--- src/rtl/uart_ovs_rx_pkg.sv ---
package uart_ovs_rx_pkg;
  typedef enum logic [2:0] {
    ST_IDLE,
    ST_START,
    ST_DATA,
    ST_PAR,
    ST_STOP
  } rx_state_e;

  function automatic logic maj3(input logic [2:0] v);
    return (v[0] & v[1]) | (v[0] & v[2]) | (v[1] & v[2]);
  endfunction
endpackage

--- src/rtl/uart_ovs_rx_sync.sv ---
module uart_ovs_rx_sync #(
  parameter int STAGES = 2
) (
  input  logic clk_i,
  input  logic rst_ni,
  input  logic d_i,
  output logic q_o
);
  logic [STAGES-1:0] ff_q;

  always_ff @(posedge clk_i or negedge rst_ni) begin
    if (!rst_ni) ff_q <= '1;
    else         ff_q <= {ff_q[STAGES-2:0], d_i};
  end

  assign q_o = ff_q[STAGES-1];
endmodule

--- src/rtl/uart_ovs_rx_frame.sv ---
module uart_ovs_rx_frame
  import uart_ovs_rx_pkg::*;
#(
  parameter int MAX_DW = 9,
  parameter int MIN_DW = 5,
  parameter int OVS_N  = 16,
  parameter int OVS_D  = 8,
  localparam int LW    = $clog2(MAX_DW + 1),
  localparam int SW    = $clog2(OVS_N + 1)
) (
  input  logic              clk_i,
  input  logic              rst_ni,
  input  logic              en_i,
  input  logic              tick_i,
  input  logic              dbl_i,
  input  logic              rx_i,
  input  logic [LW-1:0]     len_i,
  input  logic              par_en_i,
  input  logic              par_odd_i,
  output logic              start_ok_o,
  output logic              done_o,
  output logic [MAX_DW-1:0] data_o,
  output logic              fe_o,
  output logic              pe_o
);
  rx_state_e         state_q;
  logic [SW-1:0]     smp_q;
  logic [LW-1:0]     idx_q;
  logic [2:0]        vote_q;
  logic              line_hi_q;
  logic              pbit_q;
  logic [MAX_DW-1:0] data_q;

  logic [SW-1:0] per_bit, mid, cur;
  logic [LW-1:0] len_c;
  logic [2:0]    votes;
  logic          bit_v, in_win, decide;

  assign per_bit = dbl_i ? SW'(OVS_D) : SW'(OVS_N);
  assign mid     = (per_bit >> 1) + SW'(1);
  assign cur     = (smp_q == per_bit) ? SW'(1) : smp_q + SW'(1);
  assign in_win  = (cur == mid - SW'(1)) || (cur == mid) || (cur == mid + SW'(1));
  assign decide  = (cur == mid + SW'(1));
  assign votes   = {vote_q[1:0], rx_i};
  assign bit_v   = maj3(votes);

  always_comb begin
    if (len_i < LW'(MIN_DW))      len_c = LW'(MIN_DW);
    else if (len_i > LW'(MAX_DW)) len_c = LW'(MAX_DW);
    else                          len_c = len_i;
  end

  always_ff @(posedge clk_i or negedge rst_ni) begin
    if (!rst_ni) begin
      state_q    <= ST_IDLE;
      smp_q      <= '0;
      idx_q      <= '0;
      vote_q     <= '0;
      line_hi_q  <= 1'b0;
      pbit_q     <= 1'b0;
      data_q     <= '0;
      start_ok_o <= 1'b0;
      done_o     <= 1'b0;
      data_o     <= '0;
      fe_o       <= 1'b0;
      pe_o       <= 1'b0;
    end else begin
      start_ok_o <= 1'b0;
      done_o     <= 1'b0;
      if (!en_i) begin
        state_q   <= ST_IDLE;
        line_hi_q <= 1'b0;
      end else if (tick_i) begin
        if (state_q == ST_IDLE) begin
          line_hi_q <= rx_i;
          if (line_hi_q && !rx_i) begin
            state_q <= ST_START;
            smp_q   <= SW'(1);
            data_q  <= '0;
            idx_q   <= '0;
          end
        end else begin
          smp_q <= cur;
          if (in_win) vote_q <= votes;
          if (decide) begin
            unique case (state_q)
              ST_START: begin
                if (bit_v) begin
                  state_q   <= ST_IDLE;
                  line_hi_q <= rx_i;
                end else begin
                  state_q    <= ST_DATA;
                  start_ok_o <= 1'b1;
                end
              end
              ST_DATA: begin
                data_q[idx_q] <= bit_v;
                if (idx_q == len_c - LW'(1)) state_q <= par_en_i ? ST_PAR : ST_STOP;
                else                         idx_q   <= idx_q + LW'(1);
              end
              ST_PAR: begin
                pbit_q  <= bit_v;
                state_q <= ST_STOP;
              end
              ST_STOP: begin
                state_q   <= ST_IDLE;
                line_hi_q <= rx_i;
                done_o    <= 1'b1;
                data_o    <= data_q;
                fe_o      <= !bit_v;
                pe_o      <= par_en_i && ((^data_q ^ par_odd_i) != pbit_q);
              end
              default: state_q <= ST_IDLE;
            endcase
          end
        end
      end
    end
  end
endmodule

--- src/rtl/uart_ovs_rx_buf.sv ---
module uart_ovs_rx_buf #(
  parameter int DW    = 9,
  parameter int DEPTH = 2,
  localparam int EW   = DW + 2,
  localparam int CW   = $clog2(DEPTH + 1)
) (
  input  logic          clk_i,
  input  logic          rst_ni,
  input  logic          en_i,
  input  logic          push_i,
  input  logic [DW-1:0] push_data_i,
  input  logic          push_fe_i,
  input  logic          push_pe_i,
  input  logic          start_ok_i,
  input  logic          rd_i,
  output logic          valid_o,
  output logic [DW-1:0] data_o,
  output logic          fe_o,
  output logic          pe_o,
  output logic          ovr_o
);
  logic [EW-1:0] ent_q [DEPTH];
  logic [EW-1:0] ent_n [DEPTH];
  logic [EW-1:0] hold_q, hold_n;
  logic          hold_v_q, hold_v_n;
  logic [CW-1:0] cnt_q, cnt_n;
  logic          ovr_q, ovr_n;
  logic          pop;

  assign pop = rd_i && (cnt_q != '0);

  always_comb begin
    ent_n    = ent_q;
    hold_n   = hold_q;
    hold_v_n = hold_v_q;
    cnt_n    = cnt_q;
    ovr_n    = ovr_q;
    if (pop) begin
      for (int i = 0; i < DEPTH - 1; i++) ent_n[i] = ent_q[i+1];
      cnt_n = cnt_q - CW'(1);
      ovr_n = 1'b0;
    end
    // held character is older than any new one
    if (hold_v_n && cnt_n < CW'(DEPTH)) begin
      for (int i = 0; i < DEPTH; i++) if (i == int'(cnt_n)) ent_n[i] = hold_q;
      cnt_n    = cnt_n + CW'(1);
      hold_v_n = 1'b0;
    end
    if (start_ok_i && hold_v_n) begin
      ovr_n    = 1'b1;
      hold_v_n = 1'b0;
    end
    if (push_i) begin
      if (cnt_n < CW'(DEPTH)) begin
        for (int i = 0; i < DEPTH; i++)
          if (i == int'(cnt_n)) ent_n[i] = {push_pe_i, push_fe_i, push_data_i};
        cnt_n = cnt_n + CW'(1);
      end else begin
        hold_n   = {push_pe_i, push_fe_i, push_data_i};
        hold_v_n = 1'b1;
      end
    end
    if (!en_i) begin
      cnt_n    = '0;
      hold_v_n = 1'b0;
      ovr_n    = 1'b0;
    end
  end

  always_ff @(posedge clk_i or negedge rst_ni) begin
    if (!rst_ni) begin
      for (int i = 0; i < DEPTH; i++) ent_q[i] <= '0;
      hold_q   <= '0;
      hold_v_q <= 1'b0;
      cnt_q    <= '0;
      ovr_q    <= 1'b0;
    end else begin
      for (int i = 0; i < DEPTH; i++) ent_q[i] <= ent_n[i];
      hold_q   <= hold_n;
      hold_v_q <= hold_v_n;
      cnt_q    <= cnt_n;
      ovr_q    <= ovr_n;
    end
  end

  assign valid_o = (cnt_q != '0);
  assign data_o  = ent_q[0][DW-1:0];
  assign fe_o    = ent_q[0][DW];
  assign pe_o    = ent_q[0][DW+1];
  assign ovr_o   = ovr_q;
endmodule

--- src/rtl/uart_ovs_rx.sv ---
module uart_ovs_rx #(
  parameter int MAX_DW  = 9,
  parameter int DEPTH   = 2,
  parameter int OVS_N   = 16,
  parameter int OVS_D   = 8,
  parameter int SYNC_ST = 2,
  localparam int LW     = $clog2(MAX_DW + 1)
) (
  input  logic              clk_i,
  input  logic              rst_ni,
  input  logic              rx_en_i,
  input  logic              sample_en_i,
  input  logic              dbl_speed_i,
  input  logic [LW-1:0]     data_len_i,
  input  logic              parity_en_i,
  input  logic              parity_odd_i,
  input  logic              irq_en_i,
  input  logic              rx_i,
  input  logic              rd_i,
  output logic [MAX_DW-1:0] rd_data_o,
  output logic              rx_valid_o,
  output logic              frame_err_o,
  output logic              parity_err_o,
  output logic              overrun_o,
  output logic              irq_o
);
  logic              rx_s;
  logic              start_ok, done, fe, pe;
  logic [MAX_DW-1:0] fr_data;

  uart_ovs_rx_sync #(.STAGES(SYNC_ST)) u_sync (
    .clk_i (clk_i),
    .rst_ni(rst_ni),
    .d_i   (rx_i),
    .q_o   (rx_s)
  );

  uart_ovs_rx_frame #(
    .MAX_DW(MAX_DW), .OVS_N(OVS_N), .OVS_D(OVS_D)
  ) u_frame (
    .clk_i     (clk_i),
    .rst_ni    (rst_ni),
    .en_i      (rx_en_i),
    .tick_i    (sample_en_i),
    .dbl_i     (dbl_speed_i),
    .rx_i      (rx_s),
    .len_i     (data_len_i),
    .par_en_i  (parity_en_i),
    .par_odd_i (parity_odd_i),
    .start_ok_o(start_ok),
    .done_o    (done),
    .data_o    (fr_data),
    .fe_o      (fe),
    .pe_o      (pe)
  );

  uart_ovs_rx_buf #(.DW(MAX_DW), .DEPTH(DEPTH)) u_buf (
    .clk_i      (clk_i),
    .rst_ni     (rst_ni),
    .en_i       (rx_en_i),
    .push_i     (done),
    .push_data_i(fr_data),
    .push_fe_i  (fe),
    .push_pe_i  (pe),
    .start_ok_i (start_ok),
    .rd_i       (rd_i),
    .valid_o    (rx_valid_o),
    .data_o     (rd_data_o),
    .fe_o       (frame_err_o),
    .pe_o       (parity_err_o),
    .ovr_o      (overrun_o)
  );

  assign irq_o = rx_valid_o & irq_en_i;
endmodule

--- config.mk ---
export PLATFORM = sky130hd
export DESIGN_NAME = uart_ovs_rx
export DESIGN_NICKNAME = d
export VERILOG_FILES = /design/src/rtl/uart_ovs_rx_pkg.sv /design/src/rtl/uart_ovs_rx_sync.sv /design/src/rtl/uart_ovs_rx_frame.sv /design/src/rtl/uart_ovs_rx_buf.sv /design/src/rtl/uart_ovs_rx.sv
export SDC_FILE = /design/constraint.sdc
export NUM_CORES = 1
export LEC_CHECK = 0
export BUFFER_PORTS_ARGS = -buffer_cell sky130_fd_sc_hd__buf_2
export CORE_MARGIN = 2
export CORE_UTILIZATION = 55
export DETAILED_ROUTE_END_ITERATION = 8
export HOLD_SLACK_MARGIN = 0.02
export MAX_ROUTING_LAYER = met4
export PLACE_DENSITY = 0.73
export SYNTH_ARGS = -nofsm -noshare
export SYNTH_HDL_FRONTEND = slang
export SYNTH_SLANG_ARGS = --single-unit
export TNS_END_PERCENT = 50
--- constraint.sdc ---
create_clock -name clk_i -period 5.8 [get_ports clk_i]
set_input_delay 0.29 -clock clk_i [delete_from_list [all_inputs] [get_ports clk_i]]
set_output_delay 0.29 -clock clk_i [all_outputs]
set_load 0.05 [all_outputs]
==> flow_summary.toml <==
[run_status]
status = "finished, final reports clean"

[power]
seqPwrFrac_pct = 45.2
power_leakage_nw = 2.31
peakVddDrop_mv = 0.121
p_per_area_nw_per_um2 = 275
pwr-share-clk_pct = 37.1
internal-power_uw = 884
switchingPower_uw = 392
comb_power_share_pct = 17.7
sw_frac_of_total_pct = 30.7

[clock_tree]
clockBufferDepth = 2
cts.clk_slew.worst_paths_ps = 90
htree_levels = 3
hold_buffers = 1
cts_tree = "done"
post_cts_buffers = 0
cts_buffers = 9
cts_root_buffer = "clkbuf_8"
clk_latency_ps = 360
cts_sinks = 77
cts_resized = 0

[grt]
first_global_vias = 2900
grtUsageTotal_pct = 21.2
grt_max_degree = 78
overflow = 0
grt_pass1_wl_um = 14000
antenna_found_initial = 0

[logic_synthesis]
synth_top_area_cell = "dfrtp_1"
synth_async_sr_flop_share_pct = 100
synth-seq-area-share_pct = 44.8
ys.flop_type = "dfrtp_1"
synth_fp_nets = 464
yosysUniqueCellTypes = 61
syn_avg_cell_area_um2 = 9.88
synth_seq_cells = 77
ys_warn_count = 0
synth_edf_count = 0
netlist_top_cells_area = "dfrtp_1 (44%), mux2i_1 (6.3%), o21ai_0 (5.9%)"
yosysTopAreaCellShare_pct = 43.6
synth_area_um2 = 4310
syn_inst = 436

[die]
fp.dieH_um = 92.5
die-area_um2 = 8560
initial_core_util_pct = 56.3
core_area_um2 = 7650
die_w_um = 92.5
rows = 32
num_io_pins = 28

[worst_setup_path]
cp_slowest_cell = "nor2_1"
cpMostUsedCell = "ha_1"
crit_arrival_ps = 4040
crit_path_cell_trace = "inv_1, ha_1, nand2b_1, mux2_2, ha_1, o21ai_1, inv_1, ha_1, nand2_1, nor2_1, o21ai_0"
required_ps = 5990
crit_family = "simple AND/OR/NAND/NOR gates"
cp-end-kind = "flip-flop"
cp_max_fo = 22
cpPeakStageDelay_ps = 870
start_kind = "flip-flop"
path_class = "reg2reg"
reg2reg_slack_ps = 1950
timing.critical_path.buf_inv = 2

[routing]
drtAntennaViolNets = 0
drc = 0
wl_per_cell_um = 14.6
wl_um = 8050
dr.first_iter.drc_count = 142
viasPerCell = 5.65
via_count = 3119
drt_first_pass_iters = 4

[layout]
areaGrowthSynthToFinish_pct = 7.81
diodes = 0
final_core_util_pct = 60.7
regArea_um2 = 1930
filler_cell_count = 636
multiInputGateArea_um2 = 2140
drive_gt1_share_pct = 17.6
finalNonFillerCells = 552
final_nets = 473

[sta]
fmax_mhz = 260
worst_slew_pin_slew_ps = 1150
grt_setup_unrepaired = "no"
fin_crit_ps = 3850
slew_violations = 0
finalClockSkew_ps = 12.6
slew-limit-headroom_pct = 22.9
fin_tns_setup_ps = 0
fin_crit_sh_pct = 66.3
hold_viol_final = 0
setup_viol = 0
hold_ws_ps = 83.7

[job]
max_cap_violations = 0

[placed_design]
port_buffers = 27
dp_hpwl_um = 5470
routabilityCongestion = 0.826
placed_cells = 535

[worst_hold_path]
hold_class = "in2async"
[sequential cells by signal, summed over array words and instances (netlist names), 2 cells and up]
signal	count
u_frame.idx_q	4
u_buf.ent_q	11
u_sync.ff_q	2
u_buf.hold_q	11
u_frame.smp_q	5
u_frame.vote_q	2
u_frame.data_o	9
u_buf.cnt_q	2
u_buf.data_o	9
u_frame.data_q	9
u_frame.state_q	3
[worst paths after layout]
check | start | end | cells after the start
hold reg to reg | u_sync.ff_q[0] | u_sync.ff_q[1] | 0
min in group clk_i | parity_en_i | u_frame.pe_o | 3
max in group asynchronous | rst_ni | u_frame.idx_q[2] | 1
setup / recovery | u_buf.cnt_q[0] | u_buf.data_o[7] | 11
hold / removal | rst_ni | u_buf.cnt_q[0] | 1
setup reg to reg | u_buf.cnt_q[0] | u_buf.data_o[7] | 11
[cell type report]
| class | instances | area share, % |
|---|---|---|
| Clock buffer | 9 | 2.67 |
| Clock inverter | 7 | 2.29 |
| Inverter | 19 | 1.54 |
| Multi-Input combinational cell | 310 | 46.1 |
| Sequential cell | 77 | 41.5 |
| Tap cell | 102 | 2.75 |
| Timing Repair Buffer | 28 | 3.18 |
[cells in the mapped netlist, drive strengths merged (2+ instances only)]
master,n
a21boi,2
mux2,22
nor2b,4
nand2b,5
o31ai,12
or3,2
inv,19
a31o,3
a31oi,3
nor4,2
mux2i,27
o221ai,2
nor2,16
o211a,2
xor2,2
a21oi,14
nand4,4
xnor2,14
o21ai,52
clkbuf,15
nand2,64
and3,4
nor3,7
dfrtp,75
nand3,8
ha,14
dfstp,2
and4,3
buf,15
[power groups by stage]
stage	Clock (mW)	Combinational (mW)	Sequential, mW
detailed placement	0	0.226	0.587
CTS	0.479	0.227	0.577
global placement	0	0.219	0.587
global route	0.513	0.253	0.581
floorplan	0	0.178	0.587
finish	0.473	0.226	0.577
[cell usage in the layout, fill, tap and decap left out, types with 3 or more instances in the layout]
cell type	count
mux2_4	7
and3_1	4
xnor2_1	14
inv_1	19
mux2i_1	27
nand4_1	3
clkbuf_8	9
mux2_2	15
nand2_1	64
dfrtp_1	75
o31ai_1	11
nor3_1	7
nand3_1	8
a31oi_1	3
nand2b_1	5
a31o_2	3
buf_2	26
o21ai_0	51
a21oi_1	14
nor2b_1	4
nor2_1	16
ha_1	14
[per-layer routing]
| metal | GRT usage, % | routed length [um] | up-vias |
|---|---|---|---|
| li1 | - | - | 1543 |
| met1 | 28.0 | 3820 | 1515 |
| met2 | 32.6 | 3850 | 52 |
| met3 | 5.70 | 279 | 9 |
| met4 | 5.60 | 108 | 0 |
| met5 | - | 0 | - |
[stage by stage]
stage | worst slack [ps] | cell area [um2] | total power, mW
finish | 1950 | 4650 | 1.28
global route | 1500 | 4650 | 1.35
CTS | 1910 | 4650 | 1.28
detailed placement | 1880 | 4410 | 0.813
global placement | 2110 | 4410 | 0.805
floorplan | 3140 | 4310 | 0.765
[worst reg2reg max path, cell delays in order, from the launching register on]
cell and delay (ps):
dfrtp_1 360, inv_1 90, ha_1 200, nand2b_1 700, mux2_2 480, ha_1 300
o21ai_1 110, inv_1 120, ha_1 160, nand2_1 60, nor2_1 870, o21ai_0 240
[kinds of logic (layout without fill, tap and decap cells)]
| kind of cell | after synthesis | in the layout | share of synthesized area (%) |
|---|---|---|---|
| AOI/OAI and AO/OA | 102 | 102 | 14.8 |
| xor gates and xnor gates | 16 | 16 | 3.25 |
| adders and majority gates | 15 | 15 | 4.30 |
| buffers and inverters | 49 | 63 | 5.57 |
| DFF | 77 | 77 | 44.8 |
| muxes | 49 | 49 | 12.6 |
| and+or+nand+nor | 128 | 128 | 14.7 |
No activity file was read; power rests on OpenSTA's default activity.
